==> src/rtl/cmpc_pkg.sv <==
package cmpc_pkg;

  localparam int FCNT_W = 3;

  typedef enum logic [2:0] {
    MD_CONT  = 3'd0,
    MD_SAMP  = 3'd1,
    MD_SAMPF = 3'd2,
    MD_WIN   = 3'd3,
    MD_WINF  = 3'd4
  } cmpc_mode_e;

  // Number of agreeing samples the filter engine needs in a given mode.
  function automatic logic [FCNT_W-1:0] eff_need(cmpc_mode_e md, logic [FCNT_W-1:0] fc);
    if ((md == MD_SAMPF || md == MD_WINF) && fc != '0) return fc;
    return FCNT_W'(1);
  endfunction

  // True when one more disagreeing sample reaches the required run length.
  function automatic logic run_complete(logic [FCNT_W-1:0] run, logic [FCNT_W-1:0] need);
    return ({1'b0, run} + 1'b1) >= {1'b0, need};
  endfunction

  function automatic logic is_windowed(cmpc_mode_e md);
    return (md == MD_WIN) || (md == MD_WINF);
  endfunction

  function automatic logic uses_engine(cmpc_mode_e md);
    return (md == MD_SAMP) || (md == MD_SAMPF) || (md == MD_WINF);
  endfunction

endpackage

==> src/rtl/cmpc_sync2.sv <==
module cmpc_sync2 #(
  parameter int W = 2
) (
  input  logic         clk,
  input  logic         rst_n,
  input  logic [W-1:0] d,
  output logic [W-1:0] q
);
  for (genvar i = 0; i < W; i++) begin : g_bit
    logic meta, stable;
    always_ff @(posedge clk or negedge rst_n) begin
      if (!rst_n) begin
        meta   <= 1'b0;
        stable <= 1'b0;
      end else begin
        meta   <= d[i];
        stable <= meta;
      end
    end
    assign q[i] = stable;
  end
endmodule

==> src/rtl/cmpc_prescale.sv <==
module cmpc_prescale #(
  parameter int PRE_W = 8
) (
  input  logic             clk,
  input  logic             rst_n,
  input  logic             run,
  input  logic [PRE_W-1:0] div,
  output logic             tick
);
  logic [PRE_W-1:0] cnt;

  assign tick = run && (cnt >= div);

  always_ff @(posedge clk or negedge rst_n) begin
    if (!rst_n)      cnt <= '0;
    else if (!run)   cnt <= '0;
    else if (tick)   cnt <= '0;
    else             cnt <= cnt + 1'b1;
  end
endmodule

==> src/rtl/cmpc_filter.sv <==
module cmpc_filter
  import cmpc_pkg::*;
(
  input  logic              clk,
  input  logic              rst_n,
  input  logic              clr,
  input  logic              tick,
  input  logic              din,
  input  logic [FCNT_W-1:0] need,
  output logic              q
);
  logic [FCNT_W-1:0] run;

  always_ff @(posedge clk or negedge rst_n) begin
    if (!rst_n) begin
      q   <= 1'b0;
      run <= '0;
    end else if (clr) begin
      q   <= 1'b0;
      run <= '0;
    end else if (tick) begin
      if (din == q) begin
        run <= '0;
      end else if (run_complete(run, need)) begin
        q   <= din;
        run <= '0;
      end else begin
        run <= run + 1'b1;
      end
    end
  end
endmodule

==> src/rtl/cmpout_conditioner.sv <==
module cmpout_conditioner
  import cmpc_pkg::*;
#(
  parameter int PRE_W = 8
) (
  input  logic             clk,
  input  logic             rst_n,
  input  logic             enable,
  input  logic             comp_raw,
  input  logic             invert,
  input  logic [2:0]       mode,
  input  logic             ext_sel,
  input  logic             ext_strobe,
  input  logic [PRE_W-1:0] prescale,
  input  logic [2:0]       filt_cnt,
  input  logic             pin_unfilt,
  input  logic             rise_ie,
  input  logic             fall_ie,
  input  logic             dma_en,
  input  logic             clr_rise,
  input  logic             clr_fall,
  output logic             cout,
  output logic             pin_out,
  output logic             rise_flag,
  output logic             fall_flag,
  output logic             irq_rise,
  output logic             irq_fall,
  output logic             dma_req
);
  cmpc_mode_e md;
  logic [1:0] sync_q;
  logic       cond, win_s, strobe_q, ext_edge, presc_tick, smp_tick;
  logic       held, wval, eng_in, eng_q, out_pre, unfilt, cout_q;
  logic       rise_ev, fall_ev;

  assign md = cmpc_mode_e'(mode);

  // Comparator result and strobe share one synchronizer so they stay aligned.
  cmpc_sync2 #(.W(2)) u_sync (
    .clk(clk), .rst_n(rst_n), .d({ext_strobe, comp_raw}), .q(sync_q)
  );

  assign cond  = sync_q[0] ^ invert;
  assign win_s = sync_q[1];

  always_ff @(posedge clk or negedge rst_n) begin
    if (!rst_n) strobe_q <= 1'b0;
    else        strobe_q <= win_s;
  end
  assign ext_edge = win_s & ~strobe_q;

  cmpc_prescale #(.PRE_W(PRE_W)) u_pre (
    .clk(clk), .rst_n(rst_n), .run(enable), .div(prescale), .tick(presc_tick)
  );

  assign smp_tick = (ext_sel && (md == MD_SAMP || md == MD_SAMPF)) ? ext_edge : presc_tick;

  // Window gate: pass while open, hold last passed value while closed.
  always_ff @(posedge clk or negedge rst_n) begin
    if (!rst_n)       held <= 1'b0;
    else if (!enable) held <= 1'b0;
    else if (win_s)   held <= cond;
  end
  assign wval   = win_s ? cond : held;
  assign eng_in = is_windowed(md) ? wval : cond;

  cmpc_filter u_filt (
    .clk(clk), .rst_n(rst_n), .clr(!enable), .tick(smp_tick),
    .din(eng_in), .need(eff_need(md, filt_cnt)), .q(eng_q)
  );

  always_comb begin
    if (uses_engine(md))  out_pre = eng_q;
    else if (md == MD_WIN) out_pre = wval;
    else                  out_pre = cond;
  end

  assign cout    = enable & out_pre;
  assign unfilt  = enable & cond;
  assign pin_out = pin_unfilt ? unfilt : cout;

  always_ff @(posedge clk or negedge rst_n) begin
    if (!rst_n) cout_q <= 1'b0;
    else        cout_q <= cout;
  end
  assign rise_ev = cout & ~cout_q;
  assign fall_ev = ~cout & cout_q;

  // Set has priority over a coincident write-1 clear.
  always_ff @(posedge clk or negedge rst_n) begin
    if (!rst_n) begin
      rise_flag <= 1'b0;
      fall_flag <= 1'b0;
    end else begin
      rise_flag <= rise_ev | (rise_flag & ~clr_rise);
      fall_flag <= fall_ev | (fall_flag & ~clr_fall);
    end
  end

  assign irq_rise = rise_flag & rise_ie & ~dma_en;
  assign irq_fall = fall_flag & fall_ie & ~dma_en;
  assign dma_req  = dma_en & ((rise_flag & rise_ie) | (fall_flag & fall_ie));
endmodule

==> config.mk <==
export PLATFORM = sky130hd
export DESIGN_NAME = cmpout_conditioner
export DESIGN_NICKNAME = d
export VERILOG_FILES = /design/src/rtl/cmpc_pkg.sv /design/src/rtl/cmpc_sync2.sv /design/src/rtl/cmpc_prescale.sv /design/src/rtl/cmpc_filter.sv /design/src/rtl/cmpout_conditioner.sv
export SDC_FILE = /design/constraint.sdc
export NUM_CORES = 1
export LEC_CHECK = 0
export ABC_CLOCK_PERIOD_IN_PS = 1900
export BUFFER_PORTS_ARGS = -buffer_cell sky130_fd_sc_hd__buf_2
export CELL_PAD_IN_SITES_DETAIL_PLACEMENT = 2
export CELL_PAD_IN_SITES_GLOBAL_PLACEMENT = 2
export CORE_MARGIN = 2
export CORE_UTILIZATION = 29
export DETAILED_ROUTE_END_ITERATION = 12
export PLACE_DENSITY_LB_ADDON = 0.1
export SYNTH_ARGS = -nofsm -noshare
export SYNTH_HDL_FRONTEND = slang
export SYNTH_SLANG_ARGS = --single-unit
==> constraint.sdc <==
create_clock -name clk -period 1.9 [get_ports clk]
set_clock_uncertainty 0.2 [all_clocks]
set_input_delay 0.19 -clock clk [delete_from_list [all_inputs] [get_ports clk]]
set_output_delay 0.19 -clock clk [all_outputs]
set_load 0.01 [all_outputs]
After elaboration in Yosys (flattened, before gate mapping)

Index checks and enable logic that the tools add are counted.

Bits in registers: 21
Bits in latches: 0
Bits in writable memories: 0
ROM bits: 0
Bits of input ports: 27
Output and inout bits: 7
Word-level logic and storage cells: 76
Memories: 0

Add/subtract/negate cells: 3
$mul: 0
Divide/modulo/power cells: 0
$lt $le $gt $ge: 2
Equal/unequal tests: 8
Shift-type cells: 0
Mux-type cells: 20
Bitwise gates (word level): 22
Reductions and logical operators: 9

Operators by type and width:

| operator            | number |
|---|---|
| $mux 3              | 6 |
| $mux 8              | 2 |
| $and 1x1->1         | 12 |
| $mux 1              | 12 |
| $add 8x1->8 const B | 1 |
| $ge 8x8->1          | 1 |
| $eq 3x2->1 const B  | 2 |
| $not 1->1           | 6 |
| $add 3x1->4 const B | 1 |
| $ge 4x3->1          | 1 |
| $logic_or 1x1->1    | 4 |
| $ne 2x1->1 const B  | 2 |
| $add 3x1->3 const B | 1 |
| $eq 3x1->1 const B  | 1 |
| $eq 3x3->1 const B  | 1 |
| $logic_and 1x1->1   | 3 |
| $or 1x1->1          | 3 |
| $reduce_and 3->1    | 1 |
| $reduce_bool 3->1   | 1 |
| $ne 2x2->1 const B  | 1 |
| $eq 1x1->1          | 1 |
| $xor 1x1->1         | 1 |

Depth between registers and ports, before layout

Depth after elaboration: 10
Depth in mapped cells: 11
Mapped depth without buffers: 10

Cells and area by module

From an unflattened synthesis, not the netlist that was laid out.

Cell total of the unflattened synthesis: 149
Area total of the unflattened synthesis: 1402.6 um^2

By module, submodules not included:

| module             | times used | cells each | area each (um^2) | seq. area each (um^2) |
|---|---|---|---|---|
| cmpc_prescale      | 1          | 59         | 576.8            | 200.2 |
| cmpout_conditioner | 1          | 54         | 417.9            | 125.1 |
| cmpc_filter        | 1          | 30         | 292.8            | 100.1 |
| cmpc_sync2         | 1          | 6          | 115.1            | 100.1 |

Worst setup path before layout

No wires, ideal clock.

Path kind: register to register
Start point: register u_filt.run[0]
End point: register u_filt.run[2]
Setup time: 0.078 ns
Data arrival time: 1.841 ns
Data required time: 1.622 ns
Path slack: -0.218 ns
Cell stages (with the launch flop): 9
Path buffers: 0
Period minus slack after synthesis: 2.118 ns
Cell sequence: dfrtp_1 > ha_1 > xor2_1 > ha_1 > a311o_1 > a211oi_1 > mux2_4 > nand2_1 > o2bb2ai_1

Word-level cells in the longest chain between the ends: 6
Elaborated cells between the ends (all ways): 7
Classes of those cells: 2 x add/sub; 1 x order compare; 4 x mux

RTL lines:

| element                | RTL line          | source |
|---|---|---|
| from (decl)            | cmpc_filter.sv:12 | `logic [FCNT_W-1:0] run;` |
| from (signal assigned) | cmpc_filter.sv:28 | `run <= run + 1'b1;` |
| $add 3x1->4            | cmpc_pkg.sv:21    | `return ({1'b0, run} + 1'b1) >= {1'b0, need};` |
| $ge 4x3->1             | cmpc_pkg.sv:21    |  |
| $mux 3 (*)             | cmpc_filter.sv:24 | `end else if (run_complete(run, need)) begin` |
| $mux 3 (*)             | cmpc_filter.sv:22 | `if (din == q) begin` |
| $mux 3 (*)             | cmpc_filter.sv:21 | `end else if (tick) begin` |
| $mux 3 (*)             | cmpc_filter.sv:18 | `end else if (clr) begin` |

Every way passes the cells marked *; elsewhere a longest branch is shown, timed or not. The select of a mux whose other input is x is not followed.
A chain may end at the register's enable or synchronous reset.

Worst setup path after layout

Start point: register u_sync.g_bit[0].stable
End point: output port cout

Word-level cells in the longest chain between the ends: 5

RTL lines:

| element                | RTL line                 | source |
|---|---|---|
| from (decl)            | cmpc_sync2.sv:10         | `logic meta, stable;` |
| from (signal assigned) | cmpc_sync2.sv:17         | `stable <= meta;` |
| $xor 1x1->1 (*)        | cmpout_conditioner.sv:43 | `assign cond = sync_q[0] ^ invert;` |
| $mux 1                 | n/a                      |  |
| $mux 1 (*)             | cmpout_conditioner.sv:74 | `else if (md == MD_WIN) out_pre = wval;` |
| $mux 1 (*)             | cmpout_conditioner.sv:73 | `if (uses_engine(md)) out_pre = eng_q;` |
| $and 1x1->1 (*)        | cmpout_conditioner.sv:78 | `assign cout = enable & out_pre;` |
| to (decl)              | cmpout_conditioner.sv:22 | `output logic cout,` |

Every way passes the cells marked *; elsewhere a longest branch is shown, timed or not.

==> flow_summary_export.csv <==
group,metric,value,unit
setup_path,cpMostUsedCell,"a21oi_2",
die,fp.dieH,72.9,um
setup_path,regToRegSetupSlack,-250,ps
grt,grt_pass1_wl,6.91,mm
synthesis,yosysMostFrequentCell,"dfrtp_1",
placement,port-buffer-count,33,
grt,track_usage,17.0,%
die,ios,34,
worst_hold_path,holdCritPathClass,"in -> reg",
setup_path,worstRegToRegCells,7,
sta,slew_viol_final,0,
die,core,4660,um^2
synthesis,syn_inst,143,
grt,grt_pass1_vias,1453,
power,p_switching,380,uW
finish,drive_gt1_share,48.8,%
clock_tree,cts.sinks,21,
route,ant_nets,0,
clock_tree,cts.clk_slew.worst_paths,80,ps
route,drc_errors,0,
synthesis,synthArstFlopShare,100,%
worst_hold_path,min_from,"enable",
placement,place_ws,-349,ps
setup_path,cp.depth,8,
sta,layout_min_cycle_time,2220,ps
power,p_int,822,uW
power,fin_total_pwr,1.20,mW
grt,antenna_found_initial,0,
placement,placed_cells,253,
finish,nNetsFinal,258,
synthesis,synth_edf_count,0,
route,dr.pass1.iters,3,
synthesis,syn_area,1380,um^2
sta,min_period_over_period,117,%
run,max-cap-violations,0,
power,pwr-share-clk,25.3,%
clock_tree,numCtsBuffers,3,
finish,fin_util,46.2,%
setup_path,path_max_fanout,4,
die,fp-row-count,25,
grt,grt_overflow,0,
setup_path,crit_buf_inv,3,
synthesis,synth-seq-cells,21,
finish,fillers,496,
finish,final_cells,271,
setup_path,crit_type,"reg -> out",
sta,max_freq,450,MHz
sta,worst_pin_slew,507,ps
clock_tree,insertion_delay,260,ps
sta,slew_headroom,66.2,%
setup_path,startpoint_type,"flip-flop",
synthesis,syn_avg_cell_area,9.63,um^2
clock_tree,cts_root_buf,"clkbuf_8",
power,powerDensity,558,nW/um^2
finish,antenna_cells,0,
setup_path,cp_slowest_cell,"dfrtp_1",
placement,dp_hpwl,3.36,mm
synthesis,synth_cell_types,38,
setup_path,crit_family,"flip-flops",
power,ir_drop,0.000261,V
route,vias_per_cell,5.00,
setup_path,r2r-start,"u_filt.run[0]",
synthesis,syn-num-nets,183,
route,drt_iter0_drc,24,
power,pwr-share-comb,32.8,%
sta,rsz0062_at_grt,"yes",
setup_path,cp_data_required_time,1510,ps
die,fp.dieW,72.9,um
sta,finalSetupViolCount,15,
placement,place_congestion,0.780,
placement,dpl-instance-area,1810,um^2
sta,hold_viol,0,
clock_tree,cts_tree,"done",
finish,synthToLayoutAreaGrowth,56.4,%
power,seqPwrFrac,41.9,%
grt,grt_max_degree,22,
route,wirelength,4.48,mm
synthesis,synth_area_leader_cell,"dfrtp_1",
synthesis,synth_top_flop_cell,"dfrtp_1",
setup_path,crit_chain,"xnor2_4 -> a21oi_2 -> mux2i_2 -> a21oi_2 -> buf_4 -> o21ai_4 -> inv_2 -> buf_6",
route,via_count,1356,
worst_hold_path,hold_path_end,"cout_q",
setup_path,rr_endpoint,"u_filt.run[2]",
die,design.die.area,5320,um^2
power,power.share.switching,31.6,%
setup_path,slowest_delay,440,ps
clock_tree,cts_max_path_buffers,2,
setup_path,cp-end-kind,"primary output",
die,start_util,29.6,%
power,leakage,1.05,nW
run_status,status,"finished, violations left",
run_status,violations,"setup timing",
setup_path,critPathArrivalTime,1830,ps
worst_hold_path,holdPathStages,3,
synthesis,ys_warn_count,0,
synthesis,ys_seq_area_share,38.1,%
finish,final_cell_area,2150,um^2
sta,timing.final.ws_setup,-324,ps
synthesis,synth_top_area_share,38.1,%
synthesis,synth.top_cells.by_count,"dfrtp_1, inv_1, nor2_1, ha_1, nand3_1",
clock_tree,h-tree-depth,1,
route,avgRoutedWirePerCell,16.5,um
synthesis,yosys-top-cells-area,"dfrtp_1, ha_1, inv_1, xor2_1, nor2_1",
-- area by class of cell --
| class | count | area, um^2 | share of cell area [%] |
|---|---|---|---|
| inverter | 19 | 71.3 | 3.31 |
| multi-input combinational | 101 | 957 | 44.4 |
| timing repair buffer | 72 | 488 | 22.6 |
| sequential | 21 | 526 | 24.4 |
| clock buffer | 4 | 45.0 | 2.09 |
| tap | 54 | 67.6 | 3.14 |
-- power by group through the flow --
stage	Combinational, mW	Clock [mW]	Sequential (mW)
6_report	0.394	0.304	0.504
3_3_place_gp	0.289	0	0.507
4_1_cts	0.353	0.310	0.503
5_1_grt	0.433	0.332	0.508
3_5_place_dp	0.308	0	0.511
2_1_floorplan	0.160	0	0.511
-- stage by stage --
| stage | hold WS [ps] | setup TNS (ps) |
|---|---|---|
| after floorplan | -306 | -465 |
| after global placement | -21.5 | -2410 |
| after detailed placement | -11.6 | -3150 |
| after CTS | 19.7 | -1460 |
| after global routing | 20.0 | -3010 |
| final | 20.0 | -1890 |
-- what timing repair did --
item | 4_1_cts | 5_1_grt
pin swaps | 24 | 15
endpoints found under the setup margin | 17 | 16
hold buffers | 5 | 0
buffers inserted | 7 | 5
endpoints found under the hold margin | 25 | 0
gates resized for setup | 18 | 23
-- sequential cells by signal, summed over array words and instances (netlist names) --
| register | flops |
|---|---|
| cout_q | 1 |
| u_sync.g_bit.meta | 2 |
| u_filt.q | 1 |
| rise_flag | 1 |
| u_filt.run | 3 |
| u_pre.cnt | 8 |
| strobe_q | 1 |
| u_sync.g_bit.stable | 2 |
| held | 1 |
| fall_flag | 1 |
-- tightest hold or removal path, delay by kind of cell --
kind / cells / cell delay [ps]
buf+inv: 2 / 180
compound gates: 1 / 80
-- how the worst max path moves through the flow --
stage                                       from            end  slack [ps]
after floorplan                          mode[1]  u_filt.run[2]        -170
final                     u_sync.g_bit[0].stable           cout        -320
after global placement                   mode[1]  u_filt.run[2]        -230
after detailed placement                 mode[2]  u_filt.run[2]        -350
after global routing      u_sync.g_bit[0].stable        pin_out        -420
after CTS                 u_sync.g_bit[0].stable        pin_out        -300
-- per-layer routing --
metal / track usage, % / part of all wire, % / vias to the layer above
li1: - / - / 645
met1: 20.0 / 41 / 673
met2: 33.0 / 55 / 31
met3: 1.66 / 2.9 / 7
met4: 3.70 / 1.3 / 0
met5: 0 / 0 / -
-- cells in the final DEF (no fill, tap or decap), drive strengths merged, types with 2 or more instances in the layout --
cell type     n
a211oi        4
a21o          3
a21oi         6
and3          3
buf          67
clkbuf        4
dfrtp        21
dlygate4sd3   5
ha           13
inv          19
mux2i         3
nand2         7
nand3         8
nor2         16
nor3          2
o21ai         6
xnor2         3
xor2          7
-- logic make-up after synthesis --
group	after synthesis	synth area share [%]
adder cells (fa/ha/maj)	13	11.8
buffers and inverters	21	6.27
multiplexers	4	3.27
AND/OR/NAND/NOR	42	14.7
AO/OA/AOI/OAI	32	18.9
XOR/XNOR	10	6.90
flip-flops	21	38.1
No activity file was read; power rests on OpenSTA's default activity.
